==> src/rtl/sdxfer_pkg.sv <==
package sdxfer_pkg;
   localparam int unsigned SDX_BUS_W = 32;
   localparam int unsigned SDX_TMO_W = 32;
   localparam int unsigned SDX_LEN_W = 25;
   localparam int unsigned SDX_BSZ_W = 4;

   typedef struct packed {
      logic active;
      logic done;
      logic len_err;
   } xfer_stat_t;
endpackage

==> src/rtl/sdxfer_tmo_cnt.sv <==
module sdxfer_tmo_cnt #(
   parameter int unsigned TMO_W = 32
) (
   input  logic             clk,
   input  logic             rst_n,
   input  logic             counted,
   input  logic [TMO_W-1:0] period,
   input  logic             clr,
   output logic             flag
);
   logic             was_counted;
   logic [TMO_W-1:0] tcnt;
   logic             entry;
   logic             expire;

   assign entry  = counted & ~was_counted;
   assign expire = counted & (entry ? (period == '0) : (tcnt == TMO_W'(1)));

   always_ff @(posedge clk) begin
      if (!rst_n) begin
         was_counted <= 1'b0;
         tcnt        <= '0;
         flag        <= 1'b0;
      end else begin
         was_counted <= counted;
         if (entry)
            tcnt <= period;
         else if (counted && tcnt != '0)
            tcnt <= tcnt - TMO_W'(1);
         flag <= expire | (flag & ~clr);
      end
   end

   // a countdown reaching zero inside a counted run sets the flag
   a_r7_expiry_sets: assert property (@(posedge clk) disable iff (!rst_n)
      (counted && was_counted && tcnt == TMO_W'(1)) |=> flag);
   // a zero period expires on the entry cycle
   a_r8_zero_period: assert property (@(posedge clk) disable iff (!rst_n)
      (counted && !was_counted && period == '0) |=> flag);
   // outside the counted states the countdown is frozen
   a_r9_frozen_idle: assert property (@(posedge clk) disable iff (!rst_n)
      !counted |=> $stable(tcnt));
   // the flag is sticky until cleared
   a_r10_sticky: assert property (@(posedge clk) disable iff (!rst_n)
      (flag && !clr) |=> flag);
endmodule

==> src/rtl/sdxfer_len_cnt.sv <==
module sdxfer_len_cnt
   import sdxfer_pkg::*;
#(
   parameter int unsigned LEN_W       = 25,
   parameter int unsigned BSZ_W       = 4,
   parameter bit          BLK_CHECK_EN = 1'b1
) (
   input  logic             clk,
   input  logic             rst_n,
   input  logic             start_we,
   input  logic             blk_mode,
   input  logic [BSZ_W-1:0] blk_log2,
   input  logic [LEN_W-1:0] len_i,
   input  logic             byte_stb,
   output logic             accept,
   output logic [LEN_W-1:0] remaining,
   output xfer_stat_t       stat
);
   logic [LEN_W-1:0] low_mask;
   logic             misal;

   generate
      for (genvar gi = 0; gi < LEN_W; gi++) begin : g_mask
         assign low_mask[gi] = (32'(gi) < 32'(blk_log2));
      end
      if (BLK_CHECK_EN) begin : g_chk
         assign misal = blk_mode & (|(len_i & low_mask));
      end else begin : g_nochk
         assign misal = 1'b0;
      end
   endgenerate

   assign accept = start_we & ~misal;

   always_ff @(posedge clk) begin
      if (!rst_n) begin
         remaining <= '0;
         stat      <= '0;
      end else if (accept) begin
         remaining    <= len_i;
         stat.active  <= (len_i != '0);
         stat.done    <= (len_i == '0);
         stat.len_err <= 1'b0;
      end else begin
         if (start_we)
            stat.len_err <= 1'b1;
         if (stat.active && byte_stb) begin
            remaining <= remaining - LEN_W'(1);
            if (remaining == LEN_W'(1)) begin
               stat.active <= 1'b0;
               stat.done   <= 1'b1;
            end
         end
      end
   end

   // an active transfer never shows a zero count
   a_r4_active_nonzero: assert property (@(posedge clk) disable iff (!rst_n)
      stat.active |-> (remaining != '0));
   // each byte while active steps the count by one
   a_r4_step: assert property (@(posedge clk) disable iff (!rst_n)
      (stat.active && byte_stb && !start_we) |=> (remaining == $past(remaining) - LEN_W'(1)));
   // done and active never coexist
   a_r5_exclusive: assert property (@(posedge clk) disable iff (!rst_n)
      !(stat.active && stat.done));
   // a refused start leaves the count alone and flags the error
   a_r6_refuse: assert property (@(posedge clk) disable iff (!rst_n)
      (start_we && !accept && !byte_stb) |=> ($stable(remaining) && stat.len_err));
endmodule

==> src/rtl/sdxfer_tmo_len.sv <==
module sdxfer_tmo_len
   import sdxfer_pkg::*;
#(
   parameter int unsigned BUS_W        = SDX_BUS_W,
   parameter int unsigned TMO_W        = SDX_TMO_W,
   parameter int unsigned LEN_W        = SDX_LEN_W,
   parameter int unsigned BSZ_W        = SDX_BSZ_W,
   parameter bit          BLK_CHECK_EN = 1'b1
) (
   input  logic             clk,
   input  logic             rst_n,
   input  logic             tmo_we,
   input  logic [BUS_W-1:0] tmo_wdata,
   input  logic             len_we,
   input  logic [BUS_W-1:0] len_wdata,
   output logic [BUS_W-1:0] tmo_val_o,
   output logic [BUS_W-1:0] len_val_o,
   input  logic             xfer_en_we,
   input  logic             blk_mode,
   input  logic [BSZ_W-1:0] blk_log2,
   input  logic             byte_stb,
   input  logic             st_wait_rx,
   input  logic             st_busy,
   input  logic             tmo_clr,
   output logic             tmo_flag,
   output logic             len_err,
   output logic [LEN_W-1:0] remaining,
   output logic             xfer_active,
   output logic             xfer_done
);
   localparam int unsigned LEN_PAD = BUS_W - LEN_W;

   generate
      if (LEN_W > BUS_W || LEN_W < 1) begin : g_bad_len
         $error("sdxfer_tmo_len: LEN_W must be 1..BUS_W");
      end
      if (TMO_W > BUS_W || TMO_W < 2) begin : g_bad_tmo
         $error("sdxfer_tmo_len: TMO_W must be 2..BUS_W");
      end
      if (BSZ_W < 1 || BSZ_W > 5) begin : g_bad_bsz
         $error("sdxfer_tmo_len: BSZ_W must be 1..5");
      end
   endgenerate

   logic [TMO_W-1:0] tmo_reg;
   logic [LEN_W-1:0] len_reg;
   logic [TMO_W-1:0] tmo_snap;
   logic             accept;
   xfer_stat_t       stat;

   always_ff @(posedge clk) begin
      if (!rst_n) begin
         tmo_reg  <= '0;
         len_reg  <= '0;
         tmo_snap <= '0;
      end else begin
         if (tmo_we) tmo_reg <= tmo_wdata[TMO_W-1:0];
         if (len_we) len_reg <= len_wdata[LEN_W-1:0];
         if (accept) tmo_snap <= tmo_reg;
      end
   end

   generate
      if (TMO_W == BUS_W) begin : g_tmo_full
         assign tmo_val_o = tmo_reg;
      end else begin : g_tmo_pad
         assign tmo_val_o = {{(BUS_W-TMO_W){1'b0}}, tmo_reg};
      end
      if (LEN_PAD == 0) begin : g_len_full
         assign len_val_o = len_reg;
      end else begin : g_len_pad
         assign len_val_o = {{LEN_PAD{1'b0}}, len_reg};
      end
   endgenerate

   sdxfer_len_cnt #(
      .LEN_W(LEN_W), .BSZ_W(BSZ_W), .BLK_CHECK_EN(BLK_CHECK_EN)
   ) i_len (
      .clk(clk), .rst_n(rst_n), .start_we(xfer_en_we), .blk_mode(blk_mode),
      .blk_log2(blk_log2), .len_i(len_reg), .byte_stb(byte_stb),
      .accept(accept), .remaining(remaining), .stat(stat)
   );

   sdxfer_tmo_cnt #(.TMO_W(TMO_W)) i_tmo (
      .clk(clk), .rst_n(rst_n), .counted(st_wait_rx | st_busy),
      .period(tmo_snap), .clr(tmo_clr), .flag(tmo_flag)
   );

   assign xfer_active = stat.active;
   assign xfer_done   = stat.done;
   assign len_err     = stat.len_err;

   // the captured timeout changes only on an accepted start
   a_r3_snap_hold: assert property (@(posedge clk) disable iff (!rst_n)
      !accept |=> $stable(tmo_snap));
   // reserved length bits never read back set
   a_r2_len_pad: assert property (@(posedge clk) disable iff (!rst_n)
      len_val_o[BUS_W-1:LEN_W] == '0);
endmodule

==> config.mk <==
export PLATFORM = sky130hd
export DESIGN_NAME = sdxfer_tmo_len
export DESIGN_NICKNAME = d
export VERILOG_FILES = /design/src/rtl/sdxfer_pkg.sv /design/src/rtl/sdxfer_tmo_cnt.sv /design/src/rtl/sdxfer_len_cnt.sv /design/src/rtl/sdxfer_tmo_len.sv
export SDC_FILE = /design/constraint.sdc
export NUM_CORES = 1
export LEC_CHECK = 0
export BUFFER_PORTS_ARGS = -buffer_cell sky130_fd_sc_hd__buf_4
export CORE_UTILIZATION = 54
export CTS_CLUSTER_SIZE = 25
export DETAILED_ROUTE_END_ITERATION = 16
export PLACE_DENSITY = 0.8
export SLEW_MARGIN = 10
export SYNTH_ARGS = -nofsm -noshare
export SYNTH_HDL_FRONTEND = slang
export SYNTH_SLANG_ARGS = --single-unit
==> constraint.sdc <==
create_clock -name clk -period 3.2 [get_ports clk]
set_input_delay 0.64 -clock clk [delete_from_list [all_inputs] [get_ports clk]]
set_output_delay 0.64 -clock clk [all_outputs]
set_load 0.005 [all_outputs]
==> metrics.md <==
| Metric | Value |
|---|---|
| Status | `complete, no violations` |
| Antenna-violating nets left | `0` |
| Synth Flop Type | `dfxtp_1` |
| Critical path, cell by cell | `inv_1, ha_1, or3b_1, nand3b_1, nor4_1, a31oi_1, o221a_2` |
| Crit-path leading delay family | `simple AND/OR/NAND/NOR gates` |
| Crit-path max FO | `11` |
| Layout Skew | `about 0.0089 ns` |
| Commonest non-fill, non-tap cell in the layout | `buf_4` |
| Post-CTS Setup Inserts | `0` |
| Detailed-routed wire length on met2 | `around 8.4 mm` |
| Period utilization | `a little over four fifths` |
| Simple-Gate Fraction of Synth Area | `23.77%` |
| Crit-path slowest cell | `nor4_1` |
| Sink Count | `approximately 150` |
| Synth Area in Compound Gates | `between 10% and 20%` |
| Max-slew violations | `0` |
| CP required | `~3.5 ns` |
| Pwr Density | `566.9 nW/um^2` |
| DRT Wirelength | `between 15 and 20 mm` |
| Mapped Area | `slightly above 7000 sq um` |
| Top sig layer | `met4` |
| Setup TNS | `0 ns` |
| Std-Cell Rows | `41` |
| CTS tree | `built` |
| Critical path buffers and inverters | `1` |
| Register area | `3023 sq um` |
| Overflow left after global routing | `0` |
| Vias per cell | `~5.9` |
| #FFs+latches synth | `between 150 and 200` |
| Sequential-to-total area share from yosys stat | `between 40% and 50%` |
| DIE AREA | `13800 sq um` |
| H-tree depth | `4` |
| Multiplexer share of the synthesized area | `between 8 and 9%` |
| Multi-input logic area | `between 3000 and 4000 sq um` |
| Core Footprint | `around 13000 sq um` |
| Final setup violation count | `0` |
| Xor and xnor area share after synthesis | `under 10%` |
| Worst R2R Setup Slack | `roughly 0.49 ns` |
| Commonest cells after routing, fill and taps aside | `164 x buf_4, 151 x dfxtp_1, 112 x nor2_1, 66 x nand2_1, 66 x nand3_1` |
| Drt drc | `0` |
| Startpoint types | `flop` |
| FFs w/ async S/R, synth | `0%` |
| Placer Congestion | `between 0.8 and 0.9` |
| I/O Buffers | `156` |
| CTS Buf Count | `17` |
| Crit-path max cell delay | `0.63 ns` |
| Chip height | `roughly 120 microns` |
| EDFF count, synth | `0` |
| Max_cap viols | `0` |
| Starting density of the core | `56.14%` |
| Layout area overhead | `25.17%` |
| Cell count after synthesis | `between 800 and 900` |
| Global-route wire length before repair | `between 30 and 40 mm` |
| N_diodes | `0` |
| Io pins | `roughly 170` |
| Fillers | `1017` |
| Clock root cell | `clkbuf_16` |
| Clock slew at reported path FFs | `about 0.06 ns` |
| Total GRT Usage | `27.78%` |
| Arrival time worst endpoint | `roughly 3.0 ns` |
| Peak supply drop | `~360 uV` |
| Fin nets | `roughly 1100` |
| DR iter-0 viols | `roughly 680` |
| LEAKAGE | `between 3 and 4 nW` |
| Metal-1 WL | `9.009 mm` |
| Longest Clk Path Bufs | `2` |
| Total power | `a little over 0.005 W` |
| # resized after CTS | `0` |
| Share of layout cells above drive strength 1 | `23.54%` |
| Final hold viol count | `0` |
| WL/cell | `16.46 microns` |
| Met3 wire length | `1.168 mm` |
| Routed vias | `6730` |
| Unrepaired setup endpoints after global routing | `no` |
| Normalized max-slew margin | `54.97%` |
| DP Wirelength | `approximately 13 mm` |
| Time the worst path needs with I/O delays and setup | `~2.7 ns` |
| Kind of critical path | `reg -> reg` |
| Clk_lat worst skew | `approximately 0.42 ns` |
| Initial antenna violation count | `0` |
| Die Wd | `117.5 microns` |
| First-pass DRT Iterations | `8` |
| Worst-Margin Slew | `0.6692 ns` |
| Largest net degree at the start of global routing | `~120` |
| CTS Hold Bufs | `0` |
| Unique masters post-synth | `65` |
| Final instance area | `between 9000 and 10000 sq um` |
| Fmax | `about 370 MHz` |
| Post-DP Area | `between 8000 and 9000 sq um` |
| Crit path capture type | `flop` |
| Vias in the first global route | `approximately 6200` |
| Post-Synth Adder-Cell Area | `less than 1%` |
| HP Class | `in -> reg` |
| Synth warn | `0` |
| Largest family of logic cells by synthesized area | `simple AND/OR/NAND/NOR gates` |
| Syn Area/Cell | `8.530 sq um` |
==> cells by family (layout without fill, tap and decap cells) <==
family,count (synthesis),in the layout
and+or+nand+nor,345,345
buffers and inverters,81,208
AOI/OAI and AO/OA,179,179
xor gates and xnor gates,24,24
muxes,58,58
DFF,151,151
adders and majority gates,5,5
other,1,7
==> worst paths after layout <==
kind,start,endpoint,cells past startpoint
setup reg to reg,i_tmo.tcnt[0],i_tmo.tcnt[30],7
hold reg to reg,i_tmo.flag,i_tmo.flag,2
hold / removal,len_wdata[12],len_reg[12],3
setup / recovery,i_tmo.tcnt[0],i_tmo.tcnt[30],7
==> cells in the mapped netlist (5+ instances only) <==
cell type | n | area, sq um
nor4_1 | 24 | 150.1
nand4_1 | 7 | 43.79
inv_1 | 11 | 41.29
buf_2 | 8 | 40.04
nor2_1 | 112 | 420.4
ha_1 | 5 | 62.56
o221a_2 | 16 | 180.2
o31ai_1 | 25 | 187.7
a41oi_1 | 5 | 43.79
or4_1 | 6 | 45.04
buf_4 | 10 | 75.07
a31oi_1 | 13 | 81.33
nand3_1 | 66 | 330.3
clkbuf_1 | 47 | 176.4
xnor2_1 | 17 | 148.9
nor3_1 | 17 | 85.08
o21ai_0 | 49 | 245.2
nand2_1 | 66 | 247.7
o22ai_1 | 5 | 31.28
nor2b_1 | 6 | 37.54
a21oi_1 | 25 | 125.1
o21a_1 | 7 | 52.55
xor2_1 | 7 | 61.31
mux2i_1 | 57 | 570.6
or2_2 | 6 | 37.54
dfxtp_1 | 151 | 3023
==> stage by stage <==
step | worst slack (ns) | hold slack (ns) | util, % | cells
floorplan | 0.7451 | 0.4364 | - | 850
global placement | 0.5926 | 0.4507 | 65.82 | 1121
detailed placement | 0.5439 | 0.4568 | 65.82 | 1121
CTS | 0.5076 | 0.4410 | 70.26 | 1149
global route | 0.2962 | 0.4593 | 70.26 | 1149
finish | 0.4879 | 0.4520 | 70.26 | 1149
==> where the power goes <==
group	internal (W)	switching, W
registers	0.00201	0.000157
logic	0.000463	0.000541
clock network	0.00119	0.000742
total	0.00367	0.00144
==> routing by layer <==
metal	track usage, %	vias to the layer above
li1	-	3307
met1	39.73	3133
met2	41.31	263
met3	5.475	27
met4	10.10	0
met5	0	-
==> cell type report <==
class / instances / area share [%]
multi-input cells: 618 / 42.70
clock inverters: 7 / 1.097
flip-flops and latches: 151 / 33.55
clock buffers: 21 / 5.221
inverters: 12 / 0.4999
well taps: 172 / 2.388
repair buffers: 168 / 14.55
==> tightest hold or removal path, delay by kind of cell <==
family        cells  cell delay [ns]
simple gates      1             0.07
buf+inv           1             0.08
mux               1             0.05
Power figures use the tool's default switching activity.
